<file path="src/rtl/mdio_pgbr_pkg.sv">
// Package: shared access classification for the paged MDIO bridge.
// Assumes nothing beyond being compiled before the modules that import it.
package mdio_pgbr_pkg;

    // Kind of a decoded management request
    typedef enum logic [2:0] {
        ACC_IGNORE  = 3'd0,
        ACC_PAGE_WR = 3'd1,
        ACC_PAGE_RD = 3'd2,
        ACC_WR_HI   = 3'd3,
        ACC_WR_LO   = 3'd4,
        ACC_RD_LO   = 3'd5,
        ACC_RD_HI   = 3'd6
    } acc_kind_e;

    localparam logic [4:0] PAGE_PHY     = 5'h1F;
    localparam logic [4:0] PAGE_REG     = 5'h10;
    localparam logic [1:0] DATA_WIN_TOP = 2'b10;  // PHY[4:3] of 0x10..0x17

endpackage

</file>
<file path="src/rtl/mdio_pgbr_decode.sv">
// Module: mdio_pgbr_decode
// Classifies one management request and forms the internal word address.
// Assumes the request fields are stable while req_valid is high; purely
// combinational, so the kind is valid in the same cycle as the request.
module mdio_pgbr_decode
    import mdio_pgbr_pkg::*;
#(
    parameter int PAGE_W = 9,
    localparam int ADDR_W = PAGE_W + 7
) (
    input  logic              req_valid,
    input  logic              req_write,
    input  logic [4:0]        req_phy,
    input  logic [4:0]        req_reg,
    input  logic [PAGE_W-1:0] page,
    output acc_kind_e         kind,
    output logic [ADDR_W-1:0] word_addr
);

    logic in_window;
    logic is_page;

    // Window and page-location match
    always_comb begin
        in_window = (req_phy[4:3] == DATA_WIN_TOP);
        is_page   = (req_phy == PAGE_PHY) && (req_reg == PAGE_REG);
    end

    // Request classification by window, direction and half
    always_comb begin
        kind = ACC_IGNORE;
        if (req_valid) begin
            if (is_page)
                kind = req_write ? ACC_PAGE_WR : ACC_PAGE_RD;
            else if (in_window) begin
                if (req_write)
                    kind = req_reg[0] ? ACC_WR_HI : ACC_WR_LO;
                else
                    kind = req_reg[0] ? ACC_RD_HI : ACC_RD_LO;
            end
        end
    end

    // Word address: page on top, PHY low bits, register number without half bit
    always_comb begin
        word_addr = {page, req_phy[2:0], req_reg[4:1]};
    end

endmodule

</file>
<file path="src/rtl/mdio_pgbr_halves.sv">
// Module: mdio_pgbr_halves
// Holds the staged upper half of a pending write and the latched upper half
// of the last low-half read. Assumes the internal slave answers a read in
// the same cycle the read strobe is raised.
module mdio_pgbr_halves
    import mdio_pgbr_pkg::*;
#(
    parameter int HALF_W = 16
) (
    input  logic                clk,
    input  logic                rst_n,
    input  acc_kind_e           kind,
    input  logic [HALF_W-1:0]   wdata,
    input  logic [2*HALF_W-1:0] bus_rdata,
    output logic [HALF_W-1:0]   stage_q,
    output logic [HALF_W-1:0]   upper_q
);

    // Capture the high half of a write ahead of its low half
    always_ff @(posedge clk) begin
        if (!rst_n)
            stage_q <= '0;
        else if (kind == ACC_WR_HI)
            stage_q <= wdata;
    end

    // Keep the upper half fetched by a low-half read
    always_ff @(posedge clk) begin
        if (!rst_n)
            upper_q <= '0;
        else if (kind == ACC_RD_LO)
            upper_q <= bus_rdata[2*HALF_W-1:HALF_W];
    end


    stage_hold_chk: assert property (@(posedge clk) disable iff (!rst_n)
        (kind != ACC_WR_HI) |=> $stable(stage_q));


    upper_hold_chk: assert property (@(posedge clk) disable iff (!rst_n)
        (kind != ACC_RD_LO) |=> $stable(upper_q));

endmodule

</file>
<file path="src/rtl/mdio_page_bridge.sv">
// Module: mdio_page_bridge (top)
// Bridges 16-bit management-register requests onto a 32-bit internal
// register bus through a page register. Assumes one-cycle requests and a
// zero-wait-state internal slave; answers every request on the next cycle.
module mdio_page_bridge
    import mdio_pgbr_pkg::*;
#(
    parameter int PAGE_W = 9,
    localparam int ADDR_W = PAGE_W + 7,
    localparam int HALF_W = 16
) (
    input  logic                clk,
    input  logic                rst_n,
    input  logic                req_valid,
    input  logic                req_write,
    input  logic [4:0]          req_phy,
    input  logic [4:0]          req_reg,
    input  logic [HALF_W-1:0]   req_wdata,
    output logic                resp_valid,
    output logic [HALF_W-1:0]   resp_data,
    output logic                bus_wr_en,
    output logic                bus_rd_en,
    output logic [ADDR_W-1:0]   bus_addr,
    output logic [2*HALF_W-1:0] bus_wdata,
    input  logic [2*HALF_W-1:0] bus_rdata
);

    localparam int PAD_W = HALF_W - PAGE_W;

    logic [PAGE_W-1:0] page_q;
    acc_kind_e         kind;
    logic [ADDR_W-1:0] word_addr;
    logic [HALF_W-1:0] stage_q;
    logic [HALF_W-1:0] upper_q;
    logic [HALF_W-1:0] rd_next;

    mdio_pgbr_decode #(.PAGE_W(PAGE_W)) u_decode (
        .req_valid (req_valid),
        .req_write (req_write),
        .req_phy   (req_phy),
        .req_reg   (req_reg),
        .page      (page_q),
        .kind      (kind),
        .word_addr (word_addr)
    );

    mdio_pgbr_halves #(.HALF_W(HALF_W)) u_halves (
        .clk       (clk),
        .rst_n     (rst_n),
        .kind      (kind),
        .wdata     (req_wdata),
        .bus_rdata (bus_rdata),
        .stage_q   (stage_q),
        .upper_q   (upper_q)
    );

    // Page register load from the dedicated location
    always_ff @(posedge clk) begin
        if (!rst_n)
            page_q <= '0;
        else if (kind == ACC_PAGE_WR)
            page_q <= req_wdata[PAGE_W-1:0];
    end

    // Internal bus strobes and data for the current request
    always_comb begin
        bus_addr  = word_addr;
        bus_wdata = {stage_q, req_wdata};
        bus_wr_en = (kind == ACC_WR_LO);
        bus_rd_en = (kind == ACC_RD_LO);
    end

    // Read data selection for the response
    always_comb begin
        unique case (kind)
            ACC_PAGE_RD: rd_next = {{PAD_W{1'b0}}, page_q};
            ACC_RD_LO:   rd_next = bus_rdata[HALF_W-1:0];
            ACC_RD_HI:   rd_next = upper_q;
            default:     rd_next = '1;
        endcase
    end

    // Registered response, one cycle after each request
    always_ff @(posedge clk) begin
        if (!rst_n) begin
            resp_valid <= 1'b0;
            resp_data  <= '0;
        end else begin
            resp_valid <= req_valid;
            if (req_valid && !req_write)
                resp_data <= rd_next;
        end
    end


    resp_follow_chk: assert property (@(posedge clk) disable iff (!rst_n)
        req_valid |=> resp_valid);


    ign_no_bus_chk: assert property (@(posedge clk) disable iff (!rst_n)
        (req_valid && !req_phy[4]) |-> (!bus_wr_en && !bus_rd_en));


    ign_read_ones_chk: assert property (@(posedge clk) disable iff (!rst_n)
        (req_valid && !req_write && !req_phy[4]) |=> (resp_data == 16'hFFFF));


    page_hold_chk: assert property (@(posedge clk) disable iff (!rst_n)
        !(req_valid && req_write && req_phy == 5'h1F && req_reg == 5'h10)
        |=> $stable(page_q));


    strobe_needs_req_chk: assert property (@(posedge clk) disable iff (!rst_n)
        (bus_wr_en || bus_rd_en) |-> (req_valid && req_phy[4:3] == 2'b10));

endmodule

</file>
<file path="config.mk">
export PLATFORM = sky130hd
export DESIGN_NAME = mdio_page_bridge
export DESIGN_NICKNAME = d
export VERILOG_FILES = /design/src/rtl/mdio_pgbr_pkg.sv /design/src/rtl/mdio_pgbr_decode.sv /design/src/rtl/mdio_pgbr_halves.sv /design/src/rtl/mdio_page_bridge.sv
export SDC_FILE = /design/constraint.sdc
export NUM_CORES = 1
export LEC_CHECK = 0
export BUFFER_PORTS_ARGS = -buffer_cell sky130_fd_sc_hd__buf_4
export CAP_MARGIN = 20
export CORE_UTILIZATION = 40
export DETAILED_ROUTE_END_ITERATION = 8
export PLACE_DENSITY = 0.68
export SLEW_MARGIN = 25
export SYNTH_ARGS = -nofsm -noshare
export SYNTH_HDL_FRONTEND = slang
export SYNTH_HIERARCHICAL = 1
export SYNTH_SLANG_ARGS = --single-unit
export TNS_END_PERCENT = 30
</file>
<file path="constraint.sdc">
create_clock -name clk -period 4 [get_ports clk]
set_clock_uncertainty 0.15 [all_clocks]
set_input_delay 0.6 -clock clk [delete_from_list [all_inputs] [get_ports clk]]
set_output_delay 0.6 -clock clk [all_outputs]
set_load 0.05 [all_outputs]
</file>
Word-level counts from Yosys, hierarchy flattened
Index checks and enable logic that the tools add are counted.
- register bits: 58
- bits in latches: 0
- memory bits (writable): 0
- memory bits (read-only): 0
- input bits: 62
- output and inout port bits: 67
- word-level logic and storage cells: 25
- memories kept: 0
- add/subtract/negate cells: 0
- $mul: 0
- divide/modulo/power cells: 0
- $lt $le $gt $ge: 0
- eq/ne operators: 9
- shift operators: 0
- muxes and demuxes: 8
- bitwise gates (word level): 0
- reductions and logical operators: 3
- operators with widths (operator ; count):
    case mux 16 bit (3 select lines) ; 1
    2-to-1 mux 3 bit ; 5
    equality test 5 bit, second input constant ; 2
    equality test 3 bit, second input constant ; 3
    equality test 3 x 2 -> 1 bit, second input constant ; 2
    2-to-1 mux 2 bit ; 2
    equality test 3 x 1 -> 1 bit, second input constant ; 1
    equality test 2 bit, second input constant ; 1
    logical AND 1 bit ; 2
    zero test 1 bit ; 1

Longest topological paths before layout
- depth in word-level cells: 7
- depth in mapped cells: 8
- gate-level depth less buffers: 6

By module
The synthesis kept the hierarchy.
- modules (own cells, without submodules) (module ; times used ; cells each ; area each (sq um) ; seq. area each (sq um)):
    mdio_page_bridge ; 1 ; 162 ; 1461.4 ; 520.5
    mdio_pgbr_halves ; 1 ; 141 ; 1316.3 ; 640.6
    mdio_pgbr_decode ; 1 ; 27 ; 202.7 ; 0.0

Worst setup path before layout
Ideal clock, no wire load.
- kind: input port to output port
- start: in req_phy[2]
- end: out bus_wr_en
- data arrival time: 2468 ps
- data required time: 3250 ps
- slack: 782 ps
- cell stages on the path: 6
- path buffers: 2
- cell sequence: and3_1 nand3_1 o32ai_1 buf_2 clkbuf_1 nor3b_1
- word-level cells in the longest chain between the ends: 5
- RTL lines (element ; line ; RTL):
    from (decl) ; mdio_page_bridge.sv:16 ; input logic [4:0] req_phy,
    equality test 5 bit ; mdio_pgbr_decode.sv:26 ; is_page = (req_phy == PAGE_PHY) && (req_reg == PAGE_REG);
    logical AND 1 bit ; mdio_pgbr_decode.sv:26 ;
    2-to-1 mux 3 bit ; mdio_pgbr_decode.sv:33 ; if (is_page)
    2-to-1 mux 3 bit ; mdio_pgbr_decode.sv:32 ; if (req_valid) begin
    net kind[0] ; mdio_page_bridge.sv:31 ; acc_kind_e kind;
    equality test 3 bit ; mdio_page_bridge.sv:69 ; bus_wr_en = (kind == ACC_WR_LO);
    to (decl) ; mdio_page_bridge.sv:21 ; output logic bus_wr_en,
The timed path passes the listed nets, and every way through them passes these cells.

Final worst setup path
- start: in req_reg[1]
- end: out bus_wr_en
- word-level cells in the longest chain between the ends: 5
- RTL lines (element ; line ; RTL):
    from (decl) ; mdio_page_bridge.sv:17 ; input logic [4:0] req_reg,
    equality test 5 bit ; mdio_pgbr_decode.sv:26 ;
    logical AND 1 bit ; mdio_pgbr_decode.sv:26 ;
    2-to-1 mux 3 bit ; mdio_pgbr_decode.sv:33 ;
    2-to-1 mux 3 bit ; mdio_pgbr_decode.sv:32 ;
    net kind[1] ; mdio_page_bridge.sv:31 ;
    equality test 3 bit ; mdio_page_bridge.sv:69 ;
The timed path passes the listed nets, and every way through them passes these cells.

==> metrics.txt <==
Gate power share=0.167; gr usage total=0.191; TNS Setup=0 ps; Post-CTS Resized=0; io pins=129; Power Total=between 0.0015 and 0.002 W; Worst setup EP type=primary output; Power Dens Cells=382 nW/um^2; deepest clock path buffer count=2; port buffer count=about 130; Mapped Area=approximately 3000 um^2; Fin Hold WS=slightly above 300 ps; CP startpoint kind=input pin; outcome=completed; # Post-CTS Setup Buffers=0; DR vias/cell=4.88; Worst-Skew Late Latency=about 330 ps; H-tree levels=3; sequential element share of the synthesized area=0.390; Finish-stage setup viols=0; Synth area leader=dfxtp_1; total number of vias=between 2000 and 3000; largest family of logic cells by synthesized area=simple AND/OR/NAND/NOR gates; initial core utilization=0.413; core outline area=~7200 um^2; worst path required time=~3300 ps; Worst-Margin Slew=roughly 900 ps; largest net degree at the start of global routing=91; Congestion Overflow GR=0; hpwl dp=around 5300 um; initial antenna violation count=0; design area=slightly below 4000 um^2; switching part of the total=0.272; Switch Pwr=slightly above 0.0004 W; row count=31; max-slew violations=0; CTS Buf Count=9; synthesized flop and latch total=58; adder-cell share of the synthesized area=0.00420; Int Pwr=about 0.0011 W; CTS Root Buffer Type=clkbuf_8; period utilization=0.790; max cap viols=0; placed cell area=around 3700 um^2; CTS tree=done; Worst-path clk slew=~70 ps; Iter 0 DRT Violations=slightly above 100; share of post-route cells with drive strength above 1=0.385; syn_area_per_cell=9.03 um^2; LEAKAGE=1.67 nW; critical-path cell list=buf_4 -> nor4b_2 -> nand3b_1 -> o32ai_2 -> buf_4 -> nor3b_1 -> buf_4; Tmin final=between 3000 and 4000 ps; Synth Area in XOR/XNOR=0; CTS Sinks=just under 60; CP Max Fanout=16; clock network power share=0.435; vias in the first global route=between 2000 and 2500; first drt pass iteration count=4; post-synth cell types=29; Synth Area in Compound Gates=0.0953; residual DRC count=0; Rel. slew slack=0.391; die height=around 88 um; post-synthesis cell count=between 300 and 400; share of Yosys cell area claimed by the top area cell type=0.390; RSZ-0062 raised after global routing=false; antenna viol nets, final=0; first-pass GRT wire length=roughly 11000 um; critical path's top delay family=compound AO/OA/AOI/OAI gates; Fmax=roughly 320 MHz; final hold vios=0; nets@finish=481; yosys warns=6; die area=between 7000 and 8000 um^2; most used cells in the layout excluding fill and tap cells=buf_4, nand2_1, dfxtp_1; VDD IR max=between 200 and 250 uV; most frequent cell on the critical path=buf_4; hold buffers post-CTS=0; Slowest-stage cell, CP=o32ai_2; crit path kind=input pin to primary output; synth-to-layout area growth=32.7%; chip width=88.3 um; commonest non-fill, non-tap cell in the layout=buf_4; WP data arrival=about 2400 ps; gpl congestion=a little over 0.8; routed len/inst=13.9 um; mux cell area share after synthesis=0.138; Worst Path Buf+Inv=3; Area contributors post-synth=dfxtp_1, mux2i_1, nand2_1; Simple-Gate Fraction of Synth Area=0.234; worst min-delay path class=flop to flop; Syn Nets=around 390; max incr delay on CP=between 700 and 800 ps; register share of total power=0.398; n_diodes=0; drt total wl=between 7000 and 8000 um
## per-stage QoR
stage | instances | setup WS [ps] | utilization
3_3_place_gp | 506 | 931 | 0.515
5_1_grt | 522 | 666 | 0.548
3_5_place_dp | 506 | 804 | 0.515
4_1_cts | 522 | 862 | 0.548
6_report | 522 | 840 | 0.548
2_1_floorplan | 330 | 782 | -
## metal layers
| metal | track usage | wire length [um] | vias to the layer above |
|---|---|---|---|
| li1 | - | - | 1279 |
| met1 | 0.251 | 3270 | 1158 |
| met2 | 0.306 | 3380 | 100 |
| met3 | 0.0438 | 513 | 9 |
| met4 | 0.0704 | 110 | 0 |
| met5 | 0 | 0 | - |
## registers in the layout, summed over array words and instances (netlist names)
name              flops
u_halves/upper_q     16
resp_data            16
resp_valid            1
u_halves/stage_q     16
page_q                9
## kinds of logic (layout without fill, tap and decap cells)
logic type	count (synthesis)	count (layout)
adder cells (fa/ha/maj)	1	1
buffers and inverters	58	151
AND/OR/NAND/NOR	130	130
AO/OA/AOI/OAI	42	42
multiplexers	41	41
flip-flops	58	58
## power groups by stage
stage	clock network, W	logic (W)	registers [W]
after floorplan	0	0.000128	0.000654
after global placement	0	0.000251	0.000615
after detailed placement	0	0.000255	0.000614
after CTS	0.000670	0.000255	0.000601
after global routing	0.000692	0.000270	0.000603
final	0.000658	0.000253	0.000601
## synth_stat cells
| master | count |
|---|---|
| inv_1 | 2 |
| nand2_1 | 73 |
| nor3b_1 | 2 |
| o21ai_0 | 23 |
| buf_4 | 33 |
| and2_1 | 2 |
| buf_2 | 9 |
| o21a_4 | 1 |
| dfxtp_1 | 58 |
| o32ai_1 | 2 |
| nor4b_2 | 1 |
| nor3b_2 | 1 |
| a41oi_1 | 6 |
| clkbuf_1 | 7 |
| nor2b_1 | 10 |
| a21oi_1 | 7 |
| nor2_1 | 1 |
| and3b_2 | 5 |
| buf_1 | 1 |
| buf_6 | 4 |
| a41oi_2 | 3 |
| and2b_1 | 1 |
| mux2i_1 | 41 |
| and3_1 | 1 |
| nand3_1 | 10 |
| buf_12 | 2 |
| and3b_1 | 12 |
| ha_1 | 1 |
| nand3b_1 | 11 |
## worst paths after layout
path / start / to / slack, ps / cells past startpoint
hold reg to reg: u_halves/stage_q[11] / u_halves/stage_q[11] / 310 / 2
setup / recovery: req_reg[1] / bus_wr_en / 840 / 7
setup reg to reg: u_halves/upper_q[9] / resp_data[9] / 2900 / 3
hold / removal: u_halves/stage_q[11] / u_halves/stage_q[11] / 310 / 2
## final cells by class
class,count,area (um^2)
Sequential cell,58,1160
Timing Repair Buffer,133,998
Clock inverter,7,118
Fill cell,693,3260
Inverter,2,7.51
Multi-Input combinational cell,214,1420
Tap cell,99,124
Clock buffer,9,124
## worst register-to-register path, delay by kind of cell, from the launching register on
kind	cells	cell delay, ps
compound gates	2	350
flops	1	310
simple gates	1	170
No activity file was read; power rests on OpenSTA's default activity.
